`config.mk`:
```
export PLATFORM = sky130hd
export DESIGN_NAME = step_alu
export DESIGN_NICKNAME = d
export VERILOG_FILES = /design/src/rtl/step_alu_pkg.sv /design/src/rtl/step_alu_cla.sv /design/src/rtl/step_alu_booth.sv /design/src/rtl/step_alu_div.sv /design/src/rtl/step_alu_byte.sv /design/src/rtl/step_alu.sv
export SDC_FILE = /design/constraint.sdc
export NUM_CORES = 1
export LEC_CHECK = 0
export ABC_AREA = 0
export ABC_CLOCK_PERIOD_IN_PS = 6200
export BUFFER_PORTS_ARGS = -buffer_cell sky130_fd_sc_hd__buf_2
export CAP_MARGIN = 5
export CORE_MARGIN = 2
export CORE_UTILIZATION = 58
export DETAILED_ROUTE_END_ITERATION = 12
export GPL_TIMING_DRIVEN = 0
export PLACE_DENSITY = 0.9
export SLEW_MARGIN = 15
export SYNTH_ARGS = -nofsm -noshare
export SYNTH_HDL_FRONTEND = slang
export SYNTH_SLANG_ARGS = --single-unit
```
`constraint.sdc`:
```
create_clock -name clk -period 6.2 [get_ports clk]
set_input_delay 0.62 -clock clk [delete_from_list [all_inputs] [get_ports clk]]
set_output_delay 0.62 -clock clk [all_outputs]
set_load 0.02 [all_outputs]
```
`src/rtl/step_alu_pkg.sv`:
```
package step_alu_pkg;
  typedef enum logic [3:0] {
    OP_ADD   = 4'd0,
    OP_SUB   = 4'd1,
    OP_AND   = 4'd2,
    OP_OR    = 4'd3,
    OP_XOR   = 4'd4,
    OP_BEXT  = 4'd5,
    OP_BINS  = 4'd6,
    OP_MSTEP = 4'd7,
    OP_DSTEP = 4'd8
  } op_e;
endpackage

```
`src/rtl/step_alu_cla.sv`:
```
module step_alu_cla #(
  parameter int W = 34,
  parameter int G = 2
) (
  input  logic [W-1:0] x,
  input  logic [W-1:0] y,
  input  logic         cin,
  output logic [W-1:0] sum
);
  localparam int NG = (W + G - 1) / G;
  localparam int PW = NG * G;

  logic [PW-1:0] xp, yp, p, g, c;
  logic [NG-1:0] grp_g, grp_p;
  logic [NG:0]   gc;

  always_comb begin
    xp = '0;
    yp = '0;
    xp[W-1:0] = x;
    yp[W-1:0] = y;
  end

  assign p = xp ^ yp;
  assign g = xp & yp;

  // carries between groups, from group generate/propagate
  always_comb begin
    gc[0] = cin;
    for (int k = 0; k < NG; k++)
      gc[k+1] = grp_g[k] | (grp_p[k] & gc[k]);
  end

  for (genvar k = 0; k < NG; k++) begin : g_grp
    logic [G-1:0] bp, bg;
    logic [G-1:0] cc;
    assign bp = p[k*G +: G];
    assign bg = g[k*G +: G];

    // group terms, flattened lookahead form
    always_comb begin
      logic acc, run;
      acc = bg[G-1];
      run = bp[G-1];
      for (int i = G - 2; i >= 0; i--) begin
        acc = acc | (run & bg[i]);
        run = run & bp[i];
      end
      grp_g[k] = acc;
      grp_p[k] = run;
    end

    // carry into each bit of the group from the group carry-in
    always_comb begin
      cc[0] = gc[k];
      for (int j = 1; j < G; j++) begin
        logic acc, run;
        acc = bg[j-1];
        run = bp[j-1];
        for (int i = j - 2; i >= 0; i--) begin
          acc = acc | (run & bg[i]);
          run = run & bp[i];
        end
        cc[j] = acc | (run & gc[k]);
      end
    end
    assign c[k*G +: G] = cc;
  end

  assign sum = p[W-1:0] ^ c[W-1:0];
endmodule

```
`src/rtl/step_alu_booth.sv`:
```
module step_alu_booth #(
  parameter int W = 32
) (
  input  logic [W-1:0] mcand,
  input  logic [1:0]   mplr_lo,
  input  logic         link,
  output logic [W+1:0] addend,
  output logic         neg
);
  localparam int AW = W + 2;

  logic [AW-1:0] one_m, two_m, mag;

  assign one_m = {{2{mcand[W-1]}}, mcand};
  assign two_m = {mcand[W-1], mcand, 1'b0};

  // recode {b1, b0, link} to a digit in -2..+2
  always_comb begin
    mag = '0;
    neg = 1'b0;
    unique case ({mplr_lo, link})
      3'b001, 3'b010: mag = one_m;
      3'b011:         mag = two_m;
      3'b100: begin   mag = two_m; neg = 1'b1; end
      3'b101, 3'b110: begin mag = one_m; neg = 1'b1; end
      default:        mag = '0;
    endcase
  end

  assign addend = neg ? ~mag : mag;
endmodule

```
`src/rtl/step_alu_div.sv`:
```
module step_alu_div #(
  parameter int W = 32
) (
  input  logic [W-1:0] rem,
  input  logic [W-1:0] qreg,
  input  logic [W-1:0] divisor,
  input  logic [W:0]   sum,
  output logic [W+1:0] x_op,
  output logic [W+1:0] y_op,
  output logic         cin,
  output logic [W-1:0] new_rem,
  output logic [W-1:0] new_q
);
  logic sub;

  // non-negative remainder subtracts, negative remainder adds back
  assign sub  = ~rem[W-1];
  assign x_op = {rem[W-1], rem, qreg[W-1]};
  assign y_op = sub ? ~{{2{divisor[W-1]}}, divisor} : {{2{divisor[W-1]}}, divisor};
  assign cin  = sub;

  assign new_rem = sum[W-1:0];
  assign new_q   = {qreg[W-2:0], ~sum[W]};
endmodule

```
`src/rtl/step_alu_byte.sv`:
```
module step_alu_byte #(
  parameter int W = 32
) (
  input  logic [W-1:0]                 a,
  input  logic [W-1:0]                 b,
  input  logic [$clog2(W/8)-1:0]       sel,
  output logic [W-1:0]                 ext,
  output logic [W-1:0]                 ins
);
  localparam int NB = W / 8;

  logic [NB-1:0][7:0] lanes_a, lanes_b, lanes_ins;
  logic [NB-1:0]      hit;

  assign lanes_a = a;
  assign lanes_b = b;

  for (genvar i = 0; i < NB; i++) begin : g_lane
    assign hit[i]       = (sel == i[$clog2(W/8)-1:0]);
    assign lanes_ins[i] = hit[i] ? a[7:0] : lanes_b[i];
  end

  always_comb begin
    ext = '0;
    for (int i = 0; i < NB; i++)
      if (hit[i]) ext[7:0] = lanes_a[i];
  end

  assign ins = lanes_ins;
endmodule

```
`src/rtl/step_alu.sv`:
```
module step_alu
  import step_alu_pkg::*;
#(
  parameter int WIDTH = 32,
  parameter int CLA_GROUP = 2
) (
  input  logic                           clk,
  input  logic                           rst_n,
  input  logic                           in_valid,
  output logic                           in_ready,
  input  logic [3:0]                     in_op,
  input  logic [WIDTH-1:0]               in_a,
  input  logic [WIDTH-1:0]               in_b,
  input  logic [WIDTH-1:0]               in_aux,
  input  logic                           in_link,
  input  logic [$clog2(WIDTH/8)-1:0]     in_bsel,
  output logic                           out_valid,
  input  logic                           out_ready,
  output logic [WIDTH-1:0]               out_res,
  output logic [WIDTH-1:0]               out_aux,
  output logic                           out_link,
  output logic                           out_ovf
);
  localparam int AW = WIDTH + 2;

  op_e op;
  assign op = op_e'(in_op);

  logic          accept;
  logic [AW-1:0] add_x, add_y, add_s;
  logic          add_c;

  logic [AW-1:0]    bth_addend;
  logic             bth_neg;
  logic [AW-1:0]    div_x, div_y;
  logic             div_c;
  logic [WIDTH-1:0] div_rem, div_q;
  logic [WIDTH-1:0] byte_ext, byte_ins;

  logic [WIDTH-1:0] nx_res, nx_aux;
  logic             nx_link, nx_ovf;

  step_alu_booth #(.W(WIDTH)) u_booth (
    .mcand(in_b), .mplr_lo(in_aux[1:0]), .link(in_link),
    .addend(bth_addend), .neg(bth_neg)
  );

  step_alu_div #(.W(WIDTH)) u_div (
    .rem(in_a), .qreg(in_aux), .divisor(in_b), .sum(add_s[WIDTH:0]),
    .x_op(div_x), .y_op(div_y), .cin(div_c),
    .new_rem(div_rem), .new_q(div_q)
  );

  step_alu_byte #(.W(WIDTH)) u_byte (
    .a(in_a), .b(in_b), .sel(in_bsel), .ext(byte_ext), .ins(byte_ins)
  );

  // one adder, steered to whichever operation owns it this request
  always_comb begin
    add_x = {{2{in_a[WIDTH-1]}}, in_a};
    add_y = {{2{in_b[WIDTH-1]}}, in_b};
    add_c = 1'b0;
    unique case (op)
      OP_SUB: begin
        add_y = ~{{2{in_b[WIDTH-1]}}, in_b};
        add_c = 1'b1;
      end
      OP_MSTEP: begin
        add_y = bth_addend;
        add_c = bth_neg;
      end
      OP_DSTEP: begin
        add_x = div_x;
        add_y = div_y;
        add_c = div_c;
      end
      default: ;
    endcase
  end

  step_alu_cla #(.W(AW), .G(CLA_GROUP)) u_cla (
    .x(add_x), .y(add_y), .cin(add_c), .sum(add_s)
  );

  always_comb begin
    nx_res  = '0;
    nx_aux  = in_aux;
    nx_link = 1'b0;
    nx_ovf  = 1'b0;
    unique case (op)
      OP_ADD, OP_SUB: begin
        nx_res = add_s[WIDTH-1:0];
        nx_ovf = add_s[WIDTH] ^ add_s[WIDTH-1];
      end
      OP_AND:  nx_res = in_a & in_b;
      OP_OR:   nx_res = in_a | in_b;
      OP_XOR:  nx_res = in_a ^ in_b;
      OP_BEXT: nx_res = byte_ext;
      OP_BINS: nx_res = byte_ins;
      OP_MSTEP: begin
        nx_res  = add_s[AW-1:2];
        nx_aux  = {add_s[1:0], in_aux[WIDTH-1:2]};
        nx_link = in_aux[1];
      end
      OP_DSTEP: begin
        nx_res = div_rem;
        nx_aux = div_q;
      end
      default: nx_res = '0;
    endcase
  end

  // single output register with valid/ready
  assign in_ready = !out_valid || out_ready;
  assign accept   = in_valid && in_ready;

  always_ff @(posedge clk) begin
    if (!rst_n) begin
      out_valid <= 1'b0;
      out_res   <= '0;
      out_aux   <= '0;
      out_link  <= 1'b0;
      out_ovf   <= 1'b0;
    end else if (accept) begin
      out_valid <= 1'b1;
      out_res   <= nx_res;
      out_aux   <= nx_aux;
      out_link  <= nx_link;
      out_ovf   <= nx_ovf;
    end else if (out_ready) begin
      out_valid <= 1'b0;
    end
  end

  // a stalled result does not move
  a_r1_hold_stalled: assert property (@(posedge clk) disable iff (!rst_n)
    (out_valid && !out_ready) |=> (out_valid && $stable(out_res) && $stable(out_aux)
                                   && $stable(out_link) && $stable(out_ovf)));

  // only add/subtract may raise the trap request
  a_r10_ovf_addsub_only: assert property (@(posedge clk) disable iff (!rst_n)
    (accept && in_op != 4'd0 && in_op != 4'd1) |=> !out_ovf);

  // extracted byte lands zero-extended
  a_r4_bext_zero_upper: assert property (@(posedge clk) disable iff (!rst_n)
    (accept && in_op == 4'd5) |=> (out_res[WIDTH-1:8] == '0));

  // link carries the multiplier bit shifted out by this step
  a_r6_link_from_aux: assert property (@(posedge clk) disable iff (!rst_n)
    (accept && in_op == 4'd7) |=> (out_link == $past(in_aux[1])));

  // quotient bit mirrors the sign of the new remainder
  a_r8_qbit_sign: assert property (@(posedge clk) disable iff (!rst_n)
    (accept && in_op == 4'd8) |=> (out_aux[0] == !out_res[WIDTH-1]));

  // result follows every accepted request
  a_r1_valid_after_accept: assert property (@(posedge clk) disable iff (!rst_n)
    accept |=> out_valid);
endmodule

```
==> metrics list, run 1 <==
- Post-synth cell types: 60
- Across the routed clock network, the largest skew measured is 0.00823 ns.
- In the routed design, unresolved DRC markers number 0.
- For this run, the number of Yosys warnings is 0.
- Setup total negative slack on the finished layout was measured at 0 ns.
* Die Ht: 127 µm
- Power per cell area: ~180 nW/µm²
- Top cell family by delay on the critical path: compound AO/OA/AOI/OAI gates
* CTS Root Buffer Type: clkbuf_16
- The number of global-route vias before repair is 9,848.
- The tightest min-delay check is of the flip-flop to flip-flop type.
- Average cell area after synthesis: between 7 and 8 µm²
- Total number of nets in the final design: roughly 1,600
- The floorplan step defined a core boundary enclosing about 15,000 µm².
- Highest-delay cell along the critical path: a2111oi_0
- Cells fill 67.8% of the core in the end.
* Finished layout cell area: 10,200 µm²
- Detail-routed via count per cell: around 6.7
- Reg power frac: 25.6%
- P_sw: 727 µW
- The first global-routing pass estimated 52.7 mm of wire.
- Sequential cells were found to cover between 10% and 20% of the synthesized design area.
- Once routing completed, OpenROAD measured the worst setup slack at ~0.14 ns.
- Fillers: 1,293
- The first routing iteration left 1,705 violations.
- TritonCTS Buffers: 9
* Worst Path Max Fanout: 10
* Clk sink count: between 60 and 70
* Pin count of the biggest net entering global routing: 13
* Initial antenna violation count: 0
- Worst-case headroom to the max-slew limit: 13.7%
- Max Clock Freq: approximately 170 MHz
- The initialized floorplan defines 45 standard-cell rows.
- Final Hold Slack: 0.457 ns
* RSZ-0062 raised after global routing: no
- In the synthesized netlist, the number of instances is 1,208.
- Beginning of the worst hold path: out_res[11]
- Cells with a size suffix above 1 make up 17.3% of the layout.
- Clock group share of total power: 30.1%
* Leakage power: 4.85 nW
- The clock reaches the later pin of the worst-skew pair after 0.35 ns.
- The number of buffers and inverters on the critical path is 4.
- The number of antenna diodes in the final layout is 0.
- IR analysis of the VDD net gives a maximum drop of 0.000152 V.
- The commonest cells after synthesis are nand2_1, inv_1, nor2_1.
- Per report_power, the combinational group accounts for 44.3% of the total.
- After detailed placement, the design holds a cell count of 1,565.
- Critical Path RT: 6.43 ns
- Worst slew pin tran: 1.26 ns
* CP Launch Point: in_op[0]
- Area leader, netlist: dfxtp_1
- Switching part of the total: between 30% and 40%
* Cell Area, Placed: 9870 µm²
- The worst setup path is launched from a primary input.
- Post-synth EDFFs: 0
- Synth area leaders: dfxtp_1, ha_1, nand2_1
- Design Power: ~1.8 mW
- In the final routed layout, each cell accounts on average for 22.2 µm.
- Die Span X: 127 µm
- Routability cong.: 1.07
* Count of pins over their slew limit: 0
* Pre-CTS setup slack: -0.289 ns
- Post-Syn Area: approximately 8800 µm²
* Post-synthesis sequential element count: 67
- The worst setup path is captured at a flip-flop.
- Final setup violation count: 0
- TritonCTS clock tree: done
* Share of async-settable or async-resettable flops after synthesis: 0%
* Run status: completed
* Slowest stage delay, CP: around 0.71 ns
* Crit-path cells: buf_2, buf_6, or3_1, nor2_1, buf_2, clkbuf_2, o21ai_0, ha_1, nand2_1, nor3_1, a2111oi_4, a211oi_2, o21ai_1, a211oi_2, o41ai_2, fa_1, o22ai_1, a2111oi_0, o21ai_1, and2_1
- The worst setup path is of the primary input to flip-flop kind.
* Placed wire-length estimate: 26.2 mm
- Dominant register cell in the synthesized netlist: dfxtp_1
* Reported max-cap violation count: 0
- DRT Pass-1 Iters: 6
- For this design the top-level I/O count stands at approximately 180.
- Starting density of the core: approximately three fifths
* Antenna violation net count after detailed routing: 0
- Most used standard cell by instance count after synthesis: nand2_1
- Total global routing track utilization: between 40% and 50%
- In this run the number of H-tree levels came out at 3.
* Final hold violation count: 0
- The finished layout holds 1,581 standard cells, fillers aside.
* Minimum clock period: 6.06 ns
- After detailed routing, the total wire length is 35.1 mm.
- Data on the critical path arrives at its endpoint at 6.29 ns.
* Hold buffer count at cts: 0
- Final clock period utilization by the worst path: 97.7%
- Fraction of post-synthesis cell area in the top cell type by area: 15.3%
* Via count: 10,600
- Worst R2R Start: out_valid
- Relative to the synthesized area, the layout overhead comes to 16.0%.
* CTS clock-pin slew for the worst setup and hold paths: approximately 0.050 ns
- Internal power comes to between 1 and 1.5 mW.
- Die Footprint: 16,200 µm²
- Post-Syn Nets: 1,428
* Number of buffer cells added on primary ports: ~170
- The total overflow left after global routing is 0.
* Maximum clock insertion buffer count: 2
==> flip-flops by register name, indices dropped and copies added (netlist names) <==
signal     flops
out_link       1
out_valid      1
out_aux       32
out_ovf        1
out_res       32
==> worst paths after layout <==
| path | to | slack [ns] | cells after the start |
|---|---|---|---|
| worst max-delay path | out_res[28] | 0.14 | 20 |
| worst min-delay path | out_res[11] | 0.46 | 2 |
| worst max register to register | out_res[11] | 4.03 | 6 |
| worst min register to register | out_res[11] | 0.46 | 2 |
==> layer usage <==
metal / vias up / routed length (µm) / track usage [%]
li1: 4676 / - / -
met1: 4726 / 12500 / 51.8
met2: 943 / 14500 / 63.9
met3: 260 / 4880 / 9.84
met4: 0 / 3270 / 31.2
met5: - / 0 / 0
==> cells in the final DEF, fill, tap and decap left out, types with 3 or more instances in the layout <==
cell	count
buf_2	192
nand2_1	147
inv_1	102
nor2_1	98
ha_1	96
clkbuf_1	86
a21oi_1	85
dfxtp_1	67
o21ai_0	64
o22ai_1	48
xnor2_1	34
a221oi_1	32
o21ai_1	30
o221ai_1	29
a221o_1	29
a21o_1	20
fa_1	17
a22o_1	15
xor2_1	15
mux2i_1	15
and2_1	14
a2111oi_0	14
nor3_1	11
o31ai_1	11
a21boi_1	11
nor2b_1	10
clkbuf_16	9
mux4_2	8
o21a_1	7
buf_1	6
inv_2	6
nand2b_1	5
a211oi_1	4
buf_6	3
clkbuf_2	3
nand3_1	3
o21bai_1	3
o211ai_1	3
nand4_1	3
a21boi_0	3
==> tightest hold or removal path, cell delays in order, from the launching register on <==
cell and delay (ns):
dfxtp_1 0.30, nand2_1 0.05, a21boi_1 0.05
==> repair_timing <==
| item | in CTS | in global routing |
|---|---|---|
| buffers inserted | 0 | 0 |
| gates resized for setup | 0 | 8 |
| endpoints found under the setup margin | 0 | 10 |
==> final cells by class <==
cell class	instances	area [µm²]	share of cell area, %
plain buffers	122	520	5.10
well taps	188	235	2.31
multi-input cells	911	6530	64.0
repair buffers	169	846	8.29
flip-flops and latches	67	1340	13.2
clock inverters	6	88.8	0.871
inverters	108	405	3.98
clock buffers	10	229	2.25
==> power by group through the flow <==
stage / clock (mW) / combinational (mW) / sequential (mW)
floorplan: 0 / 0.493 / 0.513
global placement: 0 / 0.761 / 0.479
detailed placement: 0 / 0.777 / 0.480
CTS: 0.547 / 0.785 / 0.471
global route: 0.563 / 0.872 / 0.473
finish: 0.554 / 0.815 / 0.472
==> logic make-up (layout without fill, tap and decap cells) <==
kind of cell | Yosys count | count (layout) | synth area share [%]
flip-flops | 67 | 67 | 15.3
AND/OR/NAND/NOR | 303 | 303 | 15.1
adder cells (fa/ha/maj) | 113 | 113 | 17.5
XOR/XNOR | 49 | 49 | 4.88
AO/OA/AOI/OAI | 423 | 423 | 33.0
multiplexers | 23 | 23 | 3.76
buffers and inverters | 230 | 415 | 10.5
(Power assumes the default switching activity.)
==> run 2: changes to the inputs <==
- CELL_PAD_IN_SITES_DETAIL_PLACEMENT: unset -> 1
- CELL_PAD_IN_SITES_GLOBAL_PLACEMENT: unset -> 1
- CORE_UTILIZATION: 58 -> 41
- PLACE_DENSITY: 0.9 -> 0.89
==> metrics list, run 2 (synthesis gave the netlist of run 1 again) <==
- Pre-CTS setup slack: -0.605 ns
* Die Ht: 150 µm
- Area added between synthesis and finish: 17.5%
* Via count of the first global-routing pass: 10,900
- The count of cells in the finished layout, fillers not included, comes to 1,669.
* Clk sink count: 67
* Worst-case headroom to the max-slew limit: 10.7%
- Max VDD drop: approximately 0.00016 V
* Critical Path RT: 6.45 ns
- DRT Pass-1 Iters: 5
- Setup crit start kind: primary input
- Max H-tree Level: 3
* Die Footprint: 22,600 µm²
- In the layout the commonest cells are buf_2, nand2_1, inv_1, nor2_1, ha_1.
- Wires add up to 41.2 mm.
- After routing the design area is 10,300 µm².
* Cell depth of the worst hold path: 2
- The first routing iteration left 1,160 violations.
- Across the run, the number of max-cap violations was 0.
- Minimum clock period: a little over 6 ns
- Placed wire-length estimate: 31.5 mm
- The count of nets left with antenna violations once routing finished came out at 0.
* TritonCTS clock tree: done
- Static timing analysis puts the maximum clock frequency at 162 MHz.
- Power per cell area: roughly 180 nW/µm²
* Hold Path Class: flip-flop to flip-flop
- Routed length per instance: between 20 and 25 µm
- Total global routing track utilization: 36.0%
- Top Registers: out_aux (32), out_res (32)
- Number of buffer cells added on primary ports: 169
- At the end of routability-driven placement, the weighted congestion stood at 1.03.
- Crit-path cells: buf_2, buf_6, or3_1, nor2_2, buf_2, clkbuf_2, o21ai_0, ha_1, nand2_1, nor3_1, a2111oi_4, a21oi_1, a21oi_1, o21bai_1, a21oi_1, fa_1, o22ai_1, a2111oi_0, o21ai_1, and2_1
* Worst-case reg-to-reg path depth: 6
- The total count of max-transition violations in the final report was 0.
* Final Worst Setup Slack: 0.0455 ns
- Data arrives at the worst endpoint at ~6.4 ns.
- Final clock period utilization by the worst path: 99.3%
- Total gr overflow: 0
- TritonCTS Buffers: 9
- The library cell used most frequently in the layout, excluding fill and tap cells, is buf_2.
* Detail-routed via count per cell: 6.42
- Antenna cell count: 0
* Worst-skew pair later-pin latency: approximately 0.35 ns
- Final hold violation count: 0
- Total DRC errors in the routed layout: 0
- In this run the standard cell core region covers 21,000 µm².
- In this design, the stage delay of the slowest critical-path cell is roughly 1.1 ns.
* Total number of nets in the final design: 1,609
- Dominant cell type by count on the critical path: a21oi_1
- Number of placed instances, taps included: approximately 1,700
- In this run the number of cells on the critical path is 20.
- In this run the cell area measured after placement is 9980 µm².
* Final setup violation count: 0
- Boundary pin count: between 150 and 200
- For this design the static power due to leakage is between 4 and 5 nW.
- In this run the worst path has a maximum fanout of 10.
- Top cell family by delay on the critical path: compound AO/OA/AOI/OAI gates
- Entering global routing, the biggest net connects 14 pins.
- The run finished with clean final reports.
* Crit Path Category: primary input to flip-flop
- Highest-delay cell along the critical path: a2111oi_0
* Buffer count from post-CTS setup fixing: 0
- Starting density of the core: 41.8%
- Site Rows: 53
- Final Hold Slack: 0.461 ns
- CTS Root Buffer Type: clkbuf_16
- Maximum clock insertion buffer count: 2
- The first global-routing pass estimated 61.8 mm of wire.
- Counting both buffers and inverters, the worst setup path holds a total of 4.
- Via count: 10,700
- Setup clock skew after layout: 0.00730 ns
- STA classifies the critical path endpoint as a flip-flop.
* CTS clock-pin slew for the worst setup and hold paths: around 0.06 ns
- The die is 150 µm wide.
* Initial antenna violation count: 0
- Cells with a size suffix above 1 make up 17.8% of the layout.
* Worst slew pin tran: 1.31 ns
- Final Core Density: between 40% and 50%
==> run 2: cell types whose count changed in the layout (fill, tap and decap cells not counted), moves of 2 or more <==
cell | before | now
a2111oi_0 | 14 | 12
clkbuf_1 | 86 | 83
clkbuf_2 | 3 | 5
clkinvlp_4 | 2 | 0
clkinv_4 | 0 | 2
==> run 2: timing repair <==
action,in CTS,in global routing
resized for setup,5,11
endpoints found under the setup margin,10,3
hold buffers,0,0
==> run 2: worst paths after layout <==
check        slack (ns)     endpoint   startpoint
min reg2reg        0.46  out_res[15]  out_res[15]
max                0.05  out_res[12]     in_op[0]
min                0.46  out_res[15]  out_res[15]
max reg2reg        3.89   out_res[9]    out_valid
==> run 2: worst register-to-register path, stage by stage (launching register included) <==
cell,delay (ns)
dfxtp_1,0.32
nand2b_1,0.16
nand2_1,0.14
a21oi_1,0.37
clkbuf_1,0.61
o31ai_1,0.34
a21boi_1,0.28
==> run 2: final cells by class <==
| class | count | area (µm²) |
|---|---|---|
| fill | 2764 | 10700 |
| multi-input combinational | 911 | 6560 |
| sequential | 67 | 1340 |
| timing repair buffer | 170 | 851 |
| buffer | 122 | 526 |
| inverter | 108 | 405 |
| tap | 275 | 344 |
| clock buffer | 9 | 225 |
| clock inverter | 7 | 75.1 |
==> run 2: layer usage <==
metal	global-route usage, %	part of all wire, %
met1	44.6	38
met4	23.5	7.4
met3	7.36	11
met5	0	0
met2	56.5	44
==> run 2: where the power goes <==
group / internal (mW) / leakage, nW / switching, mW
sequential: 0.458 / 0.550 / 0.0145
combinational: 0.307 / 4.17 / 0.539
clock: 0.314 / 0.150 / 0.222
==> run 2: per-stage QoR <==
stage / TNS (ns) / power [mW]
final: 0 / 1.85
after floorplan: 0 / 1.01
after detailed placement: -5.07 / 1.29
after CTS: 0 / 1.83
after global placement: -4.66 / 1.26
after global routing: -0.0142 / 1.94
==> run 3: changes to the inputs <==
- ABC_CLOCK_PERIOD_IN_PS: 6200 -> 5180
- CORE_MARGIN: 2 -> 3
- CORE_UTILIZATION: 41 -> 23
- PLACE_DENSITY: 0.89 -> 0.6
- clock period: 6.2 -> 5.18 ns (I/O delays scaled with it)
==> metrics list, run 3 (synthesis gave the netlist of run 1 again) <==
* Total global routing track utilization: 21.6%
- Boundary pin count: 175
* Via count: 10,100
- The number of cells on the worst reg-to-reg path is 8.
* Critical Path RT: 5.40 ns
* Setup clock skew after layout: about 0.0079 ns
- Using the TritonRoute via totals, the vias-per-cell ratio works out to about 5.3.
- Die Ht: 202 µm
- Final wirelength: 45.0 mm
- Antenna violation net count after detailed routing: 0
- The layout has 4,669 filler cells.
- Worst reg2reg setup slack: 2.95 ns
- From left edge to right edge, the die measures 202 µm.
- Compared with the post-synthesis result, the final layout area differs by 24.8%.
- In this run the standard cell core region covers between 30,000 and 40,000 µm².
* Worst Path Max Fanout: 10
- Derived from the worst setup path, the maximum achievable clock frequency is 199 MHz.
- The placed instances occupy a cell area of 10,300 µm².
* Maximum clock insertion buffer count: 2
- Routed length per instance: 23.7 µm
- Placed wire-length estimate: approximately 36 mm
* Wire length of the first global-routing pass: approximately 67 mm
- Clk sink count: 67
- At the pin with the least slew margin, the transition time is 1.10 ns.
- The total count of max-transition violations in the final report is 0.
* Storage cell area: 1340 µm²
- The smallest clock period supported by the final layout is computed as about 5 ns.
- The initial antenna violation count was 1.
* Number of buffer cells added on primary ports: 169
- CP endpoint kind: flip-flop
* Arrival time reported for the critical path endpoint: 5.25 ns
- TritonCTS created 9 clock buffers.
- Cells with a size suffix above 1 make up approximately a fifth of the layout.
- Die Footprint: 40,600 µm²
- Worst r2r dst: out_res[6]
- Max H-tree Level: 3
- The tree is rooted in a clkbuf_16.
- After the first detailed-routing iteration, the DRC count stood at 818.
* Run status: completed
- Total gr overflow: 0
- Final clock period utilization by the worst path: 97.1%
- Entering global routing, the biggest net connects 13 pins.
- Finished layout cell area: 11,000 µm²
- Leakage power: 5.00 nW
* Final setup violation count: 0
- Final Core Density: 29.5%
* Final hold violation count: 0
- The worst setup path is of the primary input to flip-flop kind.
- Leaving out fill and tap cells, the most frequent cell in the layout is buf_2.
* Site Rows: 70
- Final Hold Slack: about 0.43 ns
- The number of global-route vias before repair is 10,600.
- Worst-skew pair later-pin latency: 0.34 ns
* Commonest cells after routing, fill and taps aside: buf_2, nand2_1, inv_1, nor2_1, ha_1
- The critical path ends at out_aux[0].
- VDD sags by at most 0.000154 V.
- Total number of nets in the final design: about 1,600
* Worst R2R Start: out_valid
* CTS clock-pin slew for the worst setup and hold paths: 0.06 ns
- Power per cell area: 207 nW/µm²
* Worst-case headroom to the max-slew limit: 26.3%
- DRT Pass-1 Iters: 6
- STA classifies the critical path startpoint as a primary input.
* Multi-input gate area: 6750 µm²
- Reported max-cap violation count: 0
- At the end of routability-driven placement, the weighted congestion stood at 0.967.
- Top Registers: out_aux (32), out_res (32)
- In the routed design, unresolved DRC markers number 0.
- Hold Path Class: primary input to flip-flop
* Starting density of the core: 23.7%
* Design Power: 2.27 mW
- Setup slack on the critical path of the routed design comes to 0.153 ns.
- Pre-CTS setup slack: -1.73 ns
- The critical path starts at in_op[0].
* TritonCTS clock tree: done
## run 3: cell count changes in the layout (fill, tap and decap cells not counted), sizes merged
cell / change
clkinvlp: +2
diode: +1
clkbuf: -3
buf: +10
inv: -1
clkinv: -3
## run 3: layout make-up
type | instances | share of cell area [%]
timing repair buffer | 177 | 8.26
tap | 504 | 5.75
inverter | 108 | 3.69
buffer | 120 | 5.72
clock buffer | 11 | 2.30
clock inverter | 5 | 0.536
sequential | 67 | 12.2
multi-input combinational | 911 | 61.5
antenna | 1 | 0.0228
## run 3: routing by layer
metal	GRT usage (%)	up-vias	wire (µm)
met5	0	-	0
met1	27.3	4970	19400
met3	4.74	95	3070
met4	8.50	0	1850
met2	35.8	375	20700
li1	-	4668	-
## run 3: what timing repair did
action,in CTS,in global routing
pin swaps,3,10
hold buffers,0,0
buffers inserted,2,6
cloned,0,0
setup endpoints to repair,30,27
resized for setup,64,51
## run 3: metrics by stage
stage | cells | setup TNS (ns)
floorplan | 1208 | 0
CTS | 1898 | 0
finish | 1904 | 0
global placement | 1881 | -34.62
global route | 1903 | -0.0681
detailed placement | 1881 | -34.92
## run 3: worst min-delay path by stage
stage | from | to | slack, ns | depth (start not counted)
2_1_floorplan | out_res[11] | out_res[11] | 0.53 | 2
3_3_place_gp | out_res[11] | out_res[11] | 0.44 | 2
3_5_place_dp | out_res[11] | out_res[11] | 0.45 | 2
4_1_cts | in_valid | out_valid | 0.42 | 3
5_1_grt | in_valid | out_valid | 0.44 | 3
6_report | in_valid | out_valid | 0.43 | 3
## run 3: worst max-delay path: stages
cell	delay, ns
buf_2	0.11
buf_6	0.14
or3_4	0.40
nor2_4	0.19
buf_8	0.18
buf_8	0.18
nand2_1	0.06
o21ai_0	0.11
ha_2	0.35
a21o_1	0.20
a2111oi_4	0.50
a211oi_4	0.11
buf_4	0.19
o21ai_4	0.25
a211oi_4	0.12
o41ai_4	0.40
o21ai_1	0.17
fa_1	0.62
inv_1	0.07
a221oi_1	0.28
a21oi_1	0.09
## run 3: where the power goes
part	switching [mW]	leakage (nW)	total, mW	internal (mW)
sequential	0.0168	0.550	0.565	0.548
combinational	0.664	4.30	1.06	0.397
clock	0.246	0.148	0.646	0.400
total	0.928	5.00	2.27	1.34
